File: config.mk
export PLATFORM = sky130hd
export DESIGN_NAME = ctr_stage
export DESIGN_NICKNAME = d
export VERILOG_FILES = /design/src/rtl/ctr_pkg.sv /design/src/rtl/ctr_decode.sv /design/src/rtl/ctr_next.sv /design/src/rtl/ctr_carry.sv /design/src/rtl/ctr_stage.sv
export SDC_FILE = /design/constraint.sdc
export NUM_CORES = 1
export LEC_CHECK = 0
export ABC_AREA = 0
export BUFFER_PORTS_ARGS = -buffer_cell sky130_fd_sc_hd__buf_4
export CORE_AREA = 4 4 41 43
export DETAILED_ROUTE_END_ITERATION = 16
export DIE_AREA = 0 0 45 47
export PLACE_DENSITY = 0.43
export SLEW_MARGIN = 20
export SYNTH_ARGS = -nofsm -noshare
export SYNTH_HDL_FRONTEND = slang
export SYNTH_SLANG_ARGS = --single-unit
File: constraint.sdc
create_clock -name clk -period 1.14 [get_ports clk]
set_clock_uncertainty 0.15 [all_clocks]
set_input_delay 0.114 -clock clk [delete_from_list [all_inputs] [get_ports clk]]
set_output_delay 0.114 -clock clk [all_outputs]
set_load 0.1 [all_outputs]
File: src/rtl/ctr_pkg.sv
package ctr_pkg;
  typedef enum logic [1:0] {
    OP_HOLD  = 2'd0,
    OP_STEP  = 2'd1,
    OP_LOAD  = 2'd2,
    OP_CLEAR = 2'd3
  } ctr_op_e;
endpackage

File: src/rtl/ctr_decode.sv
module ctr_decode
  import ctr_pkg::*;
(
  input  logic    rst_n,
  input  logic    load_n,
  input  logic    gate_en,
  input  logic    chain_en,
  output ctr_op_e op
);
  // Fixed priority: clear beats load, and load beats step.
  always_comb begin
    if (!rst_n)                   op = OP_CLEAR;
    else if (!load_n)             op = OP_LOAD;
    else if (gate_en && chain_en) op = OP_STEP;
    else                          op = OP_HOLD;
  end
endmodule

File: src/rtl/ctr_next.sv
module ctr_next
  import ctr_pkg::*;
#(
  parameter int W = 4
) (
  input  logic [W-1:0] cur,
  input  logic [W-1:0] din,
  input  ctr_op_e      op,
  output logic [W-1:0] nxt
);
  localparam logic [W-1:0] ONE = W'(1);

  always_comb begin
    unique case (op)
      OP_CLEAR: nxt = '0;
      OP_LOAD:  nxt = din;
      OP_STEP:  nxt = cur + ONE;
      default:  nxt = cur;
    endcase
  end
endmodule

File: src/rtl/ctr_carry.sv
module ctr_carry #(
  parameter int W = 4
) (
  input  logic         clk,
  input  logic         rst_n,
  input  logic [W-1:0] count,
  input  logic         chain_en,
  output logic         carry_out
);
  localparam logic [W-1:0] TERMINAL = {W{1'b1}};

  assign carry_out = chain_en && (count == TERMINAL);

  // the carry never rises while the chain enable is low.
  assert_carry_gated_R6: assert property (@(posedge clk) disable iff (!rst_n)
    carry_out |-> chain_en);
endmodule

File: src/rtl/ctr_stage.sv
module ctr_stage
  import ctr_pkg::*;
#(
  parameter int W        = 4,
  parameter bit ASYNC_CLR = 1'b1
) (
  input  logic         clk,
  input  logic         rst_n,
  input  logic         load_n,
  input  logic [W-1:0] din,
  input  logic         gate_en,
  input  logic         chain_en,
  output logic [W-1:0] count,
  output logic         carry_out
);
  localparam logic [W-1:0] ONE = W'(1);

  ctr_op_e      op;
  logic [W-1:0] nxt;
  logic [W-1:0] cnt_q;

  ctr_decode u_decode (
    .rst_n    (rst_n),
    .load_n   (load_n),
    .gate_en  (gate_en),
    .chain_en (chain_en),
    .op       (op)
  );

  ctr_next #(.W(W)) u_next (
    .cur (cnt_q),
    .din (din),
    .op  (op),
    .nxt (nxt)
  );

  generate
    if (ASYNC_CLR) begin : g_async
      always_ff @(posedge clk or negedge rst_n) begin
        if (!rst_n) cnt_q <= '0;
        else        cnt_q <= nxt;
      end
      // the clear is already visible at any edge where reset is held.
      assert_async_clear_R2: assert property (@(posedge clk)
        !rst_n |-> (cnt_q == '0));
    end else begin : g_sync
      always_ff @(posedge clk) cnt_q <= nxt;
      // a sampled reset gives zero one edge later.
      assert_sync_clear_R2: assert property (@(posedge clk)
        !rst_n |=> (cnt_q == '0));
    end
  endgenerate

  assign count = cnt_q;

  ctr_carry #(.W(W)) u_carry (
    .clk       (clk),
    .rst_n     (rst_n),
    .count     (cnt_q),
    .chain_en  (chain_en),
    .carry_out (carry_out)
  );

  assert_load_R3: assert property (@(posedge clk) disable iff (!rst_n)
    !load_n |=> (count == $past(din)));

  assert_step_R4: assert property (@(posedge clk) disable iff (!rst_n)
    (load_n && gate_en && chain_en) |=> (count == $past(count) + ONE));

  assert_hold_R5: assert property (@(posedge clk) disable iff (!rst_n)
    (load_n && !(gate_en && chain_en)) |=> $stable(count));

  assert_wrap_R7: assert property (@(posedge clk) disable iff (!rst_n)
    (load_n && gate_en && carry_out) |=> (count == '0 && !carry_out));
endmodule

==> flow_summary.toml, run 1 <==
[layout]
final_cell_mix = "10 x buf_4, 5 x buf_12, 4 x buf_6"
regArea_um2 = 113
multi_input_area_um2 = 151
drive_gt1_frac = 0.653
post-route-util = 0.430
n_fill_cell = 134
fin_nets = 61
num_antenna_cells = 0
design_area_um2 = 559
syn_to_final_growth_pct = 148
final_common_cell = "buf_4"
largest_reg_flops = 4

[logic_synthesis]
synthCells = 24
netlist-cell-type-count = 15
syn_nets = 34
ys_seq_area_frac = 0.444
synthesis.area_um2 = 225
ys_top_cells_by_area = "dfrtp_1 44%, xor2_1 7.8%, nand3_1 6.7%"
synth_top_cell_by_area = "dfrtp_1"
synth_top_area_frac = 0.444
avgSynthCellArea_um2 = 9.38
ys_ff_latch = 4
yosys_warnings = 0

[placement]
place_hpwl_um = 617
io_buffers = 13
place_ws_ns = -0.159
placed_area_um2 = 403
gp_congestion = 0.762

[clock_tree]
cts_root_buf = "clkbuf_4"
cts.sinks = 4
cts_tree = "built"
cts.htree.levels = 1
clk_pin_slew_ns = 0.05
clockBufferDepth = 2
clk_latency_ns = 0.24
numCtsBuffers = 3

[setup_path]
crit_fanout = 2
crit_type = "flop to primary output"
worst_setup_path_start_kind = "flop"
rr_worst_depth = 4
required_ns = 0.88
cp_data_arrival_time_ns = 1.20
cp-end-kind = "primary output"

[sta]
layout_setup_ws_ns = -0.319
maxSlewViolCount = 0
rsz0062_at_grt = "true"
clock.fmax_mhz = 685
final-hold-violation-count = 0
finalCriticalPeriod_ns = 1.46
min_period_over_period = 1.28
worst_pin_slew_ns = 0.198
hold_slack_ns = 0.0332
slew_headroom = 0.868
setup_viol = 9

[drt]
ant_nets = 0
post-route-drc-count = 0
drtIter0Drc = 3
wl_met1_um = 339
vias = 288
dr_wl_met2_um = 452
wl_per_cell_um = 13.2
vias_per_cell = 4.50
wl_um = 847
firstDrtPassIters = 3
topRoutingLayerUsed = "met4"
dr_wl_met3_um = 48

[floorplan]
coreArea_um2 = 1300
die_y_um = 47
placementRows = 13
initial_core_util = 0.173
die_area_um2 = 2120
fp.dieW_um = 45
ios = 14

[global_routing]
antenna_found_initial = 0
gr-usage-all-layers = 0.0991
grt_pass1_wl_mm = 1.37
grt_max_degree = 9
grt-ovfl-total = 0
grt_pass1_vias = 317

[pwr]
peakVddDrop_mv = 0.577
p_leak_nw = 0.232
p_total_w = 0.000600
powerDensity_nw_per_um2 = 1070

[job]
cap_violations = 0

[status]
status = "complete, but fails checks"
violations = "setup timing"

[hold_path]
min_path_cells = 3
holdCritPathClass = "input port to flop"
==> cells in the mapped netlist (all sizes together) <==
library cell  n
a211oi        1
a21oi         1
inv           1
ha            1
dfrtp         4
o21ai         3
nor2          2
nand3         3
or3           1
and4          1
a311oi        1
nand2         2
xor2          2
a31oi         1
==> worst paths after layout <==
kind / to / startpoint / slack (ns)
min: count[1] / din[1] / 0.03
max: carry_out / count[0] / -0.32
max in group asynchronous: count[2] / rst_n / 0.63
max reg2reg: count[0] / count[0] / -0.17
min reg2reg: count[3] / count[3] / 0.44
min in group asynchronous: count[3] / rst_n / 0.07
==> cell type report <==
cell class | count | share of cell area
clock buffer | 3 | 0.0403
timing repair buffer | 22 | 0.447
tap | 15 | 0.0336
sequential | 4 | 0.201
inverter | 1 | 0.00671
multi-input combinational | 19 | 0.271
==> through the flow <==
| stage | setup TNS (ns) | std cells |
|---|---|---|
| 2_1_floorplan | -1.22 | 24 |
| 3_3_place_gp | -0.466 | 56 |
| 3_5_place_dp | -0.572 | 56 |
| 4_1_cts | -1.74 | 64 |
| 5_1_grt | -1.92 | 64 |
| 6_report | -1.59 | 64 |
==> layer usage <==
| metal | GRT usage | vias to the layer above |
|---|---|---|
| li1 | - | 144 |
| met1 | 0.0966 | 133 |
| met2 | 0.175 | 9 |
| met3 | 0.0230 | 2 |
| met4 | 0.0877 | 0 |
| met5 | 0 | - |
==> cells by family after synthesis <==
group / share of synthesized area
AND/OR/NAND/NOR: 0.217
AO/OA/AOI/OAI: 0.189
buffers and inverters: 0.0167
adder cells (fa/ha/maj): 0.0555
XOR/XNOR: 0.0778
flip-flops: 0.444
==> where the power goes <==
part / leakage [nW] / switching [W] / internal [W]
Sequential: 0.0460 / 0.0000123 / 0.000159
Clock: 0.0138 / 0.0000677 / 0.000118
Combinational: 0.172 / 0.000134 / 0.000109
==> worst max-delay path: stages (launching register included) <==
cell     delay [ns]
dfrtp_4        0.49
ha_4           0.17
and4_4         0.14
buf_12         0.16
==> timing repair <==
| item | 4_1_cts | 5_1_grt |
|---|---|---|
| endpoints found under the setup margin | 9 | 9 |
| resized for setup | 18 | 3 |
| pin swaps | 4 | 0 |
| buffers inserted | 2 | 0 |
| endpoints found under the hold margin | 8 | 0 |
| hold buffers | 3 | 0 |
Power figures use the tool's default switching activity.
==> run 2: changes to the inputs <==
--- a/config.mk
+++ b/config.mk
@@ -10,7 +10,8 @@
 export CORE_AREA = 4 4 41 43
 export DETAILED_ROUTE_END_ITERATION = 16
 export DIE_AREA = 0 0 45 47
-export PLACE_DENSITY = 0.43
+export PLACE_DENSITY = 0.41
+export SKIP_LAST_GASP = 1
 export SLEW_MARGIN = 20
 export SYNTH_ARGS = -nofsm -noshare
 export SYNTH_HDL_FRONTEND = slang
==> run 2 against run 1 <==
  * The flow still finishes with violations (setup timing)
  * Clock power about the same
  * Hold slack got worse by 0.0011 ns
  * Via count down 3.8%
  * Sequential power barely moved
  * Clock-buffer cell count unchanged
  * Sequential share of layout area rose by 0.80 points
  * Die area stayed put
  * Total power shrank 2.0%
  * Maximum frequency about the same
  * Critical endpoint unchanged
==> flow_summary.toml, run 2 (synthesized netlist as in run 1, its figures left out) <==
[status]
status = "complete, but fails checks"
violations = "setup timing"

[job]
cap_violations = 0

[sta]
maxSlewViolCount = 0
clock.fmax_mhz = 686
min_period_over_period = 1.28
setup_viol = 8
rsz0062_at_grt = "true"
layout_setup_ws_ns = -0.318
final-hold-violation-count = 0
slew_headroom = 0.861
worst_pin_slew_ns = 0.208
finalCriticalPeriod_ns = 1.46

[global_routing]
grt_pass1_vias = 292
gr-usage-all-layers = 0.0975
top_usage_layer = "met2"
met3_usage = 0.0307
grt_max_degree = 9
use_met2 = 0.172
met1_usage = 0.0897
grt_pass1_wl_mm = 1.34
grt-ovfl-total = 0
antenna_found_initial = 0

[placement]
gp_congestion = 0.758
place_hpwl_um = 596
placed_area_um2 = 395
io_buffers = 13
place_ws_ns = -0.141

[floorplan]
ios = 14
die_area_um2 = 2120
die_y_um = 47
coreArea_um2 = 1300
placementRows = 13
initial_core_util = 0.173
fp.dieW_um = 45

[setup_path]
r2r_slack_ns = -0.16
worst_setup_path_start_kind = "flop"
required_ns = 0.88
crit_fanout = 2
cp-end-kind = "primary output"
cp_data_arrival_time_ns = 1.19
crit_type = "flop to primary output"

[clock_tree]
clk_latency_ns = 0.24
cts_root_buf = "clkbuf_4"
cts.htree.levels = 1
clk_pin_slew_ns = 0.04
numCtsBuffers = 3
clockBufferDepth = 2
cts_tree = "built"
cts.sinks = 4

[drt]
vias_per_cell = 4.40
wl_per_cell_um = 13.4
ant_nets = 0
vias = 277
post-route-drc-count = 0
firstDrtPassIters = 2
drtIter0Drc = 1
wl_um = 842

[layout]
num_antenna_cells = 0
drive_gt1_frac = 0.625
syn_to_final_growth_pct = 139
fin_nets = 60
final_common_cell = "buf_4"
design_area_um2 = 538
largest_reg_flops = 4
regArea_um2 = 113
final_cell_mix = "10 x buf_4, 4 x buf_12"
multi_input_area_um2 = 146
n_fill_cell = 137

[pwr]
powerDensity_nw_per_um2 = 1090
p_total_w = 0.000588
p_leak_nw = 0.225
peakVddDrop_mv = 0.485

[hold_path]
holdCritPathClass = "input port to flop"
==> run 2: cell count changes in the layout (fill, tap and decap cells not counted) <==
| cell | change |
|---|---|
| buf_6 | -1 |
| nand3_2 | -1 |
| buf_12 | -1 |
| nand3_1 | +1 |
| buf_8 | +1 |
==> run 2: layer usage <==
layer,up-vias,wire [µm]
li1,138,-
met1,128,312
met2,9,449
met3,2,71
met4,0,8
met5,-,0
==> run 2: what timing repair did <==
item	4_1_cts	5_1_grt
endpoints found under the setup margin	9	9
buffers inserted	2	0
hold endpoints to repair	8	0
gates cloned	0	0
hold buffers	3	0
gates resized for setup	15	3
pin swaps	4	2
==> run 2: path summary, 6_finish.rpt <==
| path | startpoint | endpoint | cells after the start |
|---|---|---|---|
| setup / recovery | count[0] | carry_out | 3 |
| hold / removal | din[3] | count[3] | 3 |
| setup reg to reg | count[0] | count[0] | 4 |
| hold reg to reg | count[3] | count[3] | 2 |
| max in group asynchronous | rst_n | count[0] | 2 |
| min in group asynchronous | rst_n | count[3] | 2 |
==> run 2: area by class of cell <==
| cell class | count | share of cell area |
|---|---|---|
| timing repair buffer | 21 | 0.435 |
| inverter | 1 | 0.00698 |
| clock buffer | 3 | 0.0419 |
| tap | 15 | 0.0349 |
| sequential | 4 | 0.209 |
| multi-input combinational | 19 | 0.272 |
==> run 2: worst max-delay path, stage by stage (launching register included) <==
cell and delay (ns):
dfrtp_4 0.49, ha_4 0.17, and4_4 0.14, buf_12 0.16
==> run 2: power by group <==
part           switching, W  leakage [nW]  total (W)  internal [W]
combinational      0.000130         0.165   0.000232      0.000102
sequential        0.0000129        0.0460   0.000172      0.000159
clock             0.0000655        0.0138   0.000184      0.000118
total              0.000209         0.225   0.000588      0.000379
==> run 2: per-stage QoR <==
step,TNS [ns],hold slack (ns),utilization,std cells
4_1_cts,-1.62,0.0246,0.405,63
5_1_grt,-1.83,0.0406,0.413,63
3_3_place_gp,-0.458,-0.226,0.304,55
6_report,-1.51,0.0320,0.413,63
3_5_place_dp,-0.529,-0.222,0.304,55
2_1_floorplan,-1.22,-0.332,-,24
==> run 3: changes to the inputs <==
==> constraint.sdc (replaced) <==
create_clock -name clk -period 1.14 [get_ports clk]
set_clock_uncertainty 0.15 [all_clocks]
set_input_delay 0.114 -clock clk [delete_from_list [all_inputs] [get_ports clk]]
set_output_delay 0.114 -clock clk [all_outputs]
set_load 0.05 [all_outputs]
==> run 3 against run 2 <==
  * The run still ends with setup timing left
  * Sequential power fell by 3%
  * Combinational power fell by 25%
  * Largest power group is now the clock network
  * Routed wire length fell by 18%
  * Clock-buffer cell count did not move
  * Design area fell by 5.8%
  * First-iteration DRC count rose to 3.0 times the previous value
  * Largest cell class unchanged
  * Critical endpoint unchanged
==> flow_summary.toml, run 3 (synthesized netlist as in run 1, its figures left out) <==
[clock_tree]
clockBufferDepth = 2
cts_tree = "built"
cts.htree.levels = 1
clk_pin_slew_ns = 0.04
cts_root_buf = "clkbuf_4"
clk_latency_ns = 0.24
cts.sinks = 4
numCtsBuffers = 3

[layout]
fin_cells = 64
final_cell_mix = "13 x buf_4, 4 x dfrtp_2"
n_fill_cell = 147
syn_to_final_growth_pct = 125
post-route-util = 0.389
final_common_cell = "buf_4"
drive_gt1_frac = 0.653
fin_nets = 61
num_antenna_cells = 0
largest_reg_flops = 4

[floorplan]
placementRows = 13
initial_core_util = 0.173
coreArea_um2 = 1300
die_y_um = 47
ios = 14
die_area_um2 = 2120
fp.dieW_um = 45

[job]
cap_violations = 0

[drt]
vias_per_cell = 4.38
vias = 280
post-route-drc-count = 0
wl_per_cell_um = 10.7
firstDrtPassIters = 2
ant_nets = 0
drtIter0Drc = 3
wl_um = 687

[global_routing]
grt-ovfl-total = 0
gr-usage-all-layers = 0.0690
grt_pass1_vias = 268
grt_max_degree = 9
grt_pass1_wl_mm = 1.00
antenna_found_initial = 0

[setup_path]
critPathSlowestCell = "dfrtp_2"
worstPathCellList = "ha_4 > and4_4 > buf_8"
worst_setup_path_start_kind = "flop"
cp_data_arrival_time_ns = 1.11
cp-end-kind = "primary output"
required_ns = 0.88
cp_slowest_stage_delay_ns = 0.42
crit_fanout = 3
crit_type = "flop to primary output"

[sta]
slew_headroom = 0.864
rsz0062_at_grt = "true"
setup_viol = 8
maxSlewViolCount = 0
finalCriticalPeriod_ns = 1.38
final-hold-violation-count = 0
clock.fmax_mhz = 727
min_period_over_period = 1.21
layout_setup_ws_ns = -0.236
hold_slack_ns = 0.0115
worst_pin_slew_ns = 0.203

[status]
violations = "setup timing"
status = "complete, but fails checks"

[placement]
gp_congestion = 0.671
dp.cells = 55
io_buffers = 13
place_hpwl_um = 559
place_ws_ns = -0.0746

[pwr]
powerDensity_nw_per_um2 = 1020
p_leak_nw = 0.219
peakVddDrop_mv = 0.456

[hold_path]
holdCritPathClass = "input port to flop"
-- run 3: cell types whose count changed in the layout (fill, tap and decap cells not counted) --
cell | before | now
dfrtp_4 | 3 | 0
nand3_2 | 1 | 3
buf_12 | 4 | 0
a311oi_1 | 0 | 1
nand3_1 | 2 | 0
buf_4 | 10 | 13
dfrtp_2 | 1 | 4
a311oi_2 | 1 | 0
buf_8 | 1 | 3
-- run 3: through the flow --
step | instance area, µm² | setup TNS (ns) | power, W
2_1_floorplan | 259 | -0.609 | 0.000237
3_3_place_gp | 398 | -0.111 | 0.000305
3_5_place_dp | 398 | -0.138 | 0.000307
4_1_cts | 507 | -0.754 | 0.000526
5_1_grt | 507 | -1.11 | 0.000539
6_report | 507 | -0.817 | 0.000516
-- run 3: layout make-up --
class | count | area (µm²) | area share
well taps | 15 | 18.8 | 0.0370
multi-input cells | 19 | 150 | 0.296
repair buffers | 22 | 206 | 0.407
flip-flops and latches | 4 | 105 | 0.207
clock buffers | 3 | 22.5 | 0.0444
inverters | 1 | 3.75 | 0.00741
-- run 3: path summary, 6_finish.rpt --
kind | start | to | slack, ns | cells past startpoint
max | count[0] | carry_out | -0.24 | 3
min | din[1] | count[1] | 0.01 | 3
max reg2reg | count[1] | count[3] | -0.21 | 4
min reg2reg | count[3] | count[3] | 0.44 | 2
max in group asynchronous | rst_n | count[3] | 0.65 | 2
min in group asynchronous | rst_n | count[0] | 0.07 | 2
-- run 3: timing repair --
item	in CTS	in global routing
pin swaps	2	2
resized for setup	9	0
endpoints found under the setup margin	8	8
hold buffers	3	0
buffers inserted	3	0
cloned	0	0
endpoints found under the hold margin	8	0
-- run 3: critical path, delay by kind of cell, from the launching register on --
kind | cells | cell delay [ns]
adder cells (fa/ha/maj) | 1 | 0.17
buffers and inverters | 1 | 0.14
flip-flops | 1 | 0.42
AND/OR/NAND/NOR | 1 | 0.14
-- run 3: power breakdown --
part	total [W]	internal (W)	switching, W
logic	0.000173	0.0000882	0.0000847
registers	0.000167	0.000155	0.0000122
clock network	0.000176	0.000118	0.0000584
total	0.000516	0.000361	0.000155
-- run 3: layer usage --
metal / vias up / track usage / routed length, µm
met5: - / 0 / 0
li1: 139 / - / -
met2: 12 / 0.113 / 329
met4: 0 / 0.0526 / 8
met3: 2 / 0.0268 / 71
met1: 127 / 0.0713 / 277
